**src/rtl/modecfg_pkg.sv**
```systemverilog
// Package: shared field layout and decoded configuration type for the
// mode register controller. Assumes a mode word of at least 13 bits.
package modecfg_pkg;

    localparam int BL_LSB   = 0;
    localparam int BT_BIT   = 3;
    localparam int CL_LSB   = 4;
    localparam int TM_BIT   = 7;
    localparam int DLL_BIT  = 8;
    localparam int WR_LSB   = 9;
    localparam int PD_BIT   = 12;

    typedef struct packed {
        logic       bl8;
        logic       interleave;
        logic [2:0] cas;
        logic [2:0] wrec;
        logic       slow_pd;
    } mode_cfg_t;

    localparam mode_cfg_t CFG_RESET = '{bl8: 1'b0, interleave: 1'b0,
                                        cas: 3'd3, wrec: 3'd2, slow_pd: 1'b0};

endpackage

```
**src/rtl/modecfg_decode.sv**
```systemverilog
// Module: modecfg_decode
// Purely combinational check and decode of one mode word. It flags a test
// request, a reserved field code, and a DLL reset request. It assumes the
// caller qualifies every output with the load strobe.
module modecfg_decode
    import modecfg_pkg::*;
#(
    parameter int WORD_W = 14
) (
    input  logic [WORD_W-1:0] word_i,
    output mode_cfg_t         cfg_o,
    output logic              is_test_o,
    output logic              valid_o,
    output logic              dll_req_o
);

    logic [2:0] bl_code;
    logic [2:0] cl_code;
    logic [2:0] wr_code;
    logic       bl_ok;
    logic       cl_ok;
    logic       wr_ok;

    // Slice the raw field codes out of the word.
    always_comb begin
        bl_code = word_i[BL_LSB +: 3];
        cl_code = word_i[CL_LSB +: 3];
        wr_code = word_i[WR_LSB +: 3];
    end

    // Check each field code against its legal set.
    always_comb begin
        bl_ok = (bl_code == 3'b010) || (bl_code == 3'b011);
        cl_ok = (cl_code >= 3'd3) && (cl_code <= 3'd6);
        wr_ok = (wr_code >= 3'd1) && (wr_code <= 3'd5);
    end

    // Produce the decoded fields and the classification of the load.
    always_comb begin
        cfg_o.bl8        = (bl_code == 3'b011);
        cfg_o.interleave = word_i[BT_BIT];
        cfg_o.cas        = cl_code;
        cfg_o.wrec       = wr_code + 3'd1;
        cfg_o.slow_pd    = word_i[PD_BIT];
        is_test_o        = word_i[TM_BIT];
        valid_o          = !word_i[TM_BIT] && bl_ok && cl_ok && wr_ok;
        dll_req_o        = valid_o && word_i[DLL_BIT];
    end

endmodule

```
**src/rtl/modecfg_store.sv**
```systemverilog
// Module: modecfg_store
// Holds the accepted configuration, the read-back word and the test flag,
// and produces the one-cycle DLL reset and error pulses. It assumes the
// decode inputs are valid only in cycles where load_i is high.
module modecfg_store
    import modecfg_pkg::*;
#(
    parameter int WORD_W = 14
) (
    input  logic              clk,
    input  logic              rst_n,
    input  logic              load_i,
    input  logic [WORD_W-1:0] word_i,
    input  mode_cfg_t         dec_cfg_i,
    input  logic              is_test_i,
    input  logic              valid_i,
    input  logic              dll_req_i,
    output mode_cfg_t         cfg_o,
    output logic [WORD_W-1:0] word_o,
    output logic              test_o,
    output logic              dll_pulse_o,
    output logic              err_o
);

    localparam logic [WORD_W-1:0] WORD_RESET =
        WORD_W'((32'd1 << WR_LSB) | (32'd3 << CL_LSB) | (32'd2 << BL_LSB));

    logic [WORD_W-1:0] word_clr;

    // Clear the DLL bit so that it never reads back as set.
    always_comb begin
        word_clr          = word_i;
        word_clr[DLL_BIT] = 1'b0;
    end

    // Update the configuration and read-back word on an accepted load.
    always_ff @(posedge clk) begin
        if (!rst_n) begin
            cfg_o  <= CFG_RESET;
            word_o <= WORD_RESET;
        end else if (load_i && valid_i) begin
            cfg_o  <= dec_cfg_i;
            word_o <= word_clr;
        end
    end

    // Track test mode: set by a test load, cleared by a valid normal load.
    always_ff @(posedge clk) begin
        if (!rst_n) begin
            test_o <= 1'b0;
        end else if (load_i && is_test_i) begin
            test_o <= 1'b1;
        end else if (load_i && valid_i) begin
            test_o <= 1'b0;
        end
    end

    // Generate the single-cycle DLL reset and rejection pulses.
    always_ff @(posedge clk) begin
        if (!rst_n) begin
            dll_pulse_o <= 1'b0;
            err_o       <= 1'b0;
        end else begin
            dll_pulse_o <= load_i && dll_req_i;
            err_o       <= load_i && !valid_i;
        end
    end

endmodule

```
**src/rtl/modecfg_lockout.sv**
```systemverilog
// Module: modecfg_lockout
// Counts the read lockout after a DLL reset and gates READ requests.
// A restart during a lockout reloads the full count. Each read is judged
// on the counter value before the edge at which a restart loads.
module modecfg_lockout #(
    parameter int LOCK_CYCLES = 200,
    localparam int CNT_W = $clog2(LOCK_CYCLES + 1)
) (
    input  logic clk,
    input  logic rst_n,
    input  logic start_i,
    input  logic rd_req_i,
    output logic rd_ok_o,
    output logic rd_grant_o,
    output logic rd_viol_o
);

    logic [CNT_W-1:0] remain;

    // Load the full window on start, then count down to zero.
    always_ff @(posedge clk) begin
        if (!rst_n) begin
            remain <= '0;
        end else if (start_i) begin
            remain <= CNT_W'(LOCK_CYCLES);
        end else if (remain != '0) begin
            remain <= remain - 1'b1;
        end
    end

    // Reads are allowed only once the window has expired.
    always_comb begin
        rd_ok_o    = (remain == '0);
        rd_grant_o = rd_req_i && rd_ok_o;
    end

    // Report a blocked read one cycle after it was refused.
    always_ff @(posedge clk) begin
        if (!rst_n) begin
            rd_viol_o <= 1'b0;
        end else begin
            rd_viol_o <= rd_req_i && !rd_ok_o;
        end
    end

endmodule

```
**src/rtl/modecfg_ctrl.sv**
```systemverilog
// Module: modecfg_ctrl (top)
// Mode register programming controller. It decodes LOAD MODE words,
// rejects reserved codes and test requests, holds the accepted fields, and
// applies the read lockout after a DLL reset. It assumes load_i is a
// single-cycle strobe qualified by the command path.
module modecfg_ctrl
    import modecfg_pkg::*;
#(
    parameter int WORD_W      = 14,
    parameter int LOCK_CYCLES = 200
) (
    input  logic              clk,
    input  logic              rst_n,
    input  logic              load_i,
    input  logic [WORD_W-1:0] word_i,
    input  logic              rd_req_i,
    output logic              rd_grant_o,
    output logic              rd_ok_o,
    output logic              rd_viol_o,
    output logic              bl8_o,
    output logic              interleave_o,
    output logic [2:0]        cas_lat_o,
    output logic [2:0]        wr_rec_o,
    output logic              slow_pd_o,
    output logic              test_mode_o,
    output logic              dll_rst_o,
    output logic              cfg_err_o,
    output logic [WORD_W-1:0] cfg_word_o
);

    mode_cfg_t dec_cfg;
    mode_cfg_t cur_cfg;
    logic      dec_test;
    logic      dec_valid;
    logic      dec_dll;
    logic      lock_start;

    modecfg_decode #(.WORD_W(WORD_W)) u_decode (
        .word_i    (word_i),
        .cfg_o     (dec_cfg),
        .is_test_o (dec_test),
        .valid_o   (dec_valid),
        .dll_req_o (dec_dll)
    );

    modecfg_store #(.WORD_W(WORD_W)) u_store (
        .clk         (clk),
        .rst_n       (rst_n),
        .load_i      (load_i),
        .word_i      (word_i),
        .dec_cfg_i   (dec_cfg),
        .is_test_i   (dec_test),
        .valid_i     (dec_valid),
        .dll_req_i   (dec_dll),
        .cfg_o       (cur_cfg),
        .word_o      (cfg_word_o),
        .test_o      (test_mode_o),
        .dll_pulse_o (dll_rst_o),
        .err_o       (cfg_err_o)
    );

    // The lockout starts at the same edge that applies the DLL reset.
    always_comb lock_start = load_i && dec_dll;

    modecfg_lockout #(.LOCK_CYCLES(LOCK_CYCLES)) u_lockout (
        .clk        (clk),
        .rst_n      (rst_n),
        .start_i    (lock_start),
        .rd_req_i   (rd_req_i),
        .rd_ok_o    (rd_ok_o),
        .rd_grant_o (rd_grant_o),
        .rd_viol_o  (rd_viol_o)
    );

    // Fan the held configuration out to the field ports.
    always_comb begin
        bl8_o        = cur_cfg.bl8;
        interleave_o = cur_cfg.interleave;
        cas_lat_o    = cur_cfg.cas;
        wr_rec_o     = cur_cfg.wrec;
        slow_pd_o    = cur_cfg.slow_pd;
    end

endmodule

```
**config.mk**
```make
export PLATFORM = sky130hd
export DESIGN_NAME = modecfg_ctrl
export DESIGN_NICKNAME = d
export VERILOG_FILES = /design/src/rtl/modecfg_pkg.sv /design/src/rtl/modecfg_decode.sv /design/src/rtl/modecfg_store.sv /design/src/rtl/modecfg_lockout.sv /design/src/rtl/modecfg_ctrl.sv
export SDC_FILE = /design/constraint.sdc
export NUM_CORES = 1
export LEC_CHECK = 0
export ABC_CLOCK_PERIOD_IN_PS = 2050
export BUFFER_PORTS_ARGS = -buffer_cell sky130_fd_sc_hd__buf_2
export CAP_MARGIN = 0
export CORE_AREA = 2 2 58 60
export CTS_CLUSTER_DIAMETER = 30
export DETAILED_ROUTE_END_ITERATION = 8
export DIE_AREA = 0 0 60 62
export PLACE_DENSITY = 0.73
export SYNTH_ARGS = -nofsm -noshare
export SYNTH_HDL_FRONTEND = slang
export SYNTH_SLANG_ARGS = --single-unit
export TNS_END_PERCENT = 30
```
**constraint.sdc**
```tcl
create_clock -name clk -period 2.05 [get_ports clk]
set_clock_uncertainty 0.2 [all_clocks]
set_input_delay 0.3075 -clock clk [delete_from_list [all_inputs] [get_ports clk]]
set_output_delay 0.3075 -clock clk [all_outputs]
set_load 0.02 [all_outputs]
```
==> metrics.txt <==
GR Util met3=4.969%; hold path depth=3; CTS tree=done; count of input and output buffers=45; hpwl dp=2192 um; Final Cell Area=0.001745 mm2; fin. max-slew vios=0; CTS H-tree depth=2; Overflow after GRT=0; endpoints failing hold=0; failing checks=setup timing; post-route setup slack=-0.2820 ns; post-synth cell types=37; Fmax=0.4288 GHz; CP arrival=1.82 ns; area delta synth->final=32.35%; reg-to-reg endpoint=u_lockout.remain[1]$_SDFFE_PP0N_; Mapped Cells=151; status=finished, violations left; DR vias=1219; clk slew on worst S/H paths=0.08 ns; Die ar.=0.003720 mm2; # DRC=0; Most used DFF post-synth=dfxtp_1; Die H=62 um; number of synthesized flops with an enable pin=0; met1 Use GR=21.84%; routed wire length=2889 um; mapped cell area=0.001319 mm2; max cap viols=0; hold slack final=0.03276 ns; LEAKAGE=0.0008144 uW; power consumption=1815 uW; Clock Tree Buf Depth=2; clock latency on the worst-skew pair=0.32 ns; VDD IR-drop max=0.4905 mV; # nets final=230; core box area=0.003179 mm2; Syn Nets=172; setup TNS=-0.4853 ns; Syn Area/Cell=8.734 um2; Wirelength per Cell=11.29 um; CP startpoint=u_lockout.remain[1]$_SDFFE_PP0N_; reg2reg path depth=8; #FFs+latches synth=29; total track usage=16.95%; final period utilization=113.8%; CP Capture Type=primary output; RSZ-0062 raised after global routing=true; required time worst endpoint=1.54 ns; Num Clock Sinks=29; crit path kind=register to primary output; Ports=47; simple-gate portion of the synthesized area=24.00%; drt initial violations=30; Cell Rows=21; CTS buffer count=5; drt first pass iters=4; Initial Util=41.48%; FFs w/ async S/R, synth=0%; largest family of logic cells by synthesized area=simple AND/OR/NAND/NOR gates; Yosys Warn Count=0; Ant. Diodes=0; first-pass GRT wire length=4636 um; largest net degree at the start of global routing=27; Post-Synth XOR/XNOR Area=3.321%; worst reg2reg startpoint=u_lockout.remain[1]$_SDFFE_PP0N_; initial antenna violation count=0; gpl congestion=0.8653; Hold Crit Class=primary input to register; CTS root buffer=clkbuf_4; CP Max Fanout=3; critical path startpoint category=register; Seq/Total Area, Yosys=44.02%; layout cells sized above 1=37.62%; M2 GR Usage=26.86%; hold path start=word_i[12]; busiest layer in global routing=met2; Min Clock Period, post-route=2.332 ns; Synth Area in Compound Gates=13.57%; Worst R2R Setup Slack=0.07 ns; adder-cell share of the synthesized area=2.846%; vias in the first global route=1054; DP Worst Slack=-0.01543 ns; Setup-failing EPs final=2; Die X=60 um; post-DR vias/cell=4.762; dpl cell area=0.001658 mm2; mux cell area share after synthesis=5.313%; Min-Delay Endpoint=u_store.word_o[12]$_SDFFE_PN0P_; Pwr Density=1040 mW/mm2; antenna-violating nets left=0
==> worst max path at each step <==
stage / endpoint / slack [ns] / cells past startpoint
floorplan: rd_grant_o / 0.009 / 6
detailed placement: rd_grant_o / -0.02 / 7
global route: rd_grant_o / -0.36 / 7
finish: rd_grant_o / -0.28 / 7
global placement: rd_grant_o / 0.02 / 7
CTS: rd_grant_o / -0.33 / 7
==> worst max-delay path: stages, from the launching register on <==
cell,delay (ns)
dfxtp_2,0.34
inv_2,0.07
ha_4,0.12
or4b_4,0.45
or2_4,0.26
clkinv_4,0.05
and2_4,0.12
buf_6,0.10
==> cell usage after synthesis (all sizes together), types with 3 or more instances <==
library cell	n	area share, %
dfxtp	29	44
nand2	22	6.3
o21ai	10	3.8
nor2	9	2.6
buf	7	4.0
mux2i	7	5.3
nand3	7	2.7
a21oi	6	2.3
nor3	5	1.9
clkbuf	4	1.1
inv	4	1.1
a21boi	3	1.7
ha	3	2.8
nor3b	3	1.7
xnor2	3	2.0
==> registers in the layout (all words and copies together) (netlist names) <==
register / flops
u_store.dll_pulse_o: 1
u_store.word_o: 11
u_store.cfg_o: 6
u_store.test_o: 1
u_lockout.remain: 8
u_lockout.rd_viol_o: 1
u_store.err_o: 1
==> power breakdown <==
group          internal (uW)  switching, uW  leakage (uW)
registers                638           50.0      0.000237
logic                    430            378      0.000551
clock network            136            182     0.0000265
==> repair_timing <==
item	in CTS	in global routing
hold buffers	0	0
setup buffers	1	1
setup endpoints to repair	2	4
gates resized for setup	6	1
pin swaps	1	3
==> cells by family after synthesis <==
logic type	after synthesis
AOI/OAI and AO/OA	28
buffers and inverters	16
xor gates and xnor gates	5
muxes	7
other	1
DFF	29
adders and majority gates	3
and+or+nand+nor	62
==> per-layer routing <==
layer,up-vias,share of wire (%)
met5,-,0
met4,0,0.87
met3,2,4.5
met2,34,46
met1,553,49
li1,630,-
==> cells in the final DEF (no fill, tap or decap), types with 2 or more instances in the layout <==
cell	instances
buf_2	44
dfxtp_1	27
nand2_1	22
buf_4	17
o21ai_0	10
nor2_1	9
mux2i_1	7
nand3_1	7
a21oi_1	6
nor3_1	5
clkbuf_4	5
a21boi_0	3
nor3b_1	3
xnor2_1	3
clkbuf_1	3
inv_2	2
or3_1	2
inv_1	2
o21a_1	2
o211a_1	2
and3_1	2
xor2_1	2
ha_1	2
dfxtp_2	2
==> stage by stage <==
stage | instances | utilization, %
2_1_floorplan | 151 | -
3_3_place_gp | 246 | 52.14
3_5_place_dp | 246 | 52.14
4_1_cts | 255 | 54.51
5_1_grt | 256 | 54.90
6_report | 256 | 54.90
==> final cells by class <==
type / count / area, um2
Clock buffer: 8 / 48.80
Fill cell: 287 / 1434
Inverter: 5 / 23.77
Multi-Input combinational cell: 106 / 673.1
Sequential cell: 29 / 583.1
Tap cell: 46 / 57.56
Timing Repair Buffer: 62 / 359.1
No activity file was read; power rests on OpenSTA's default activity.
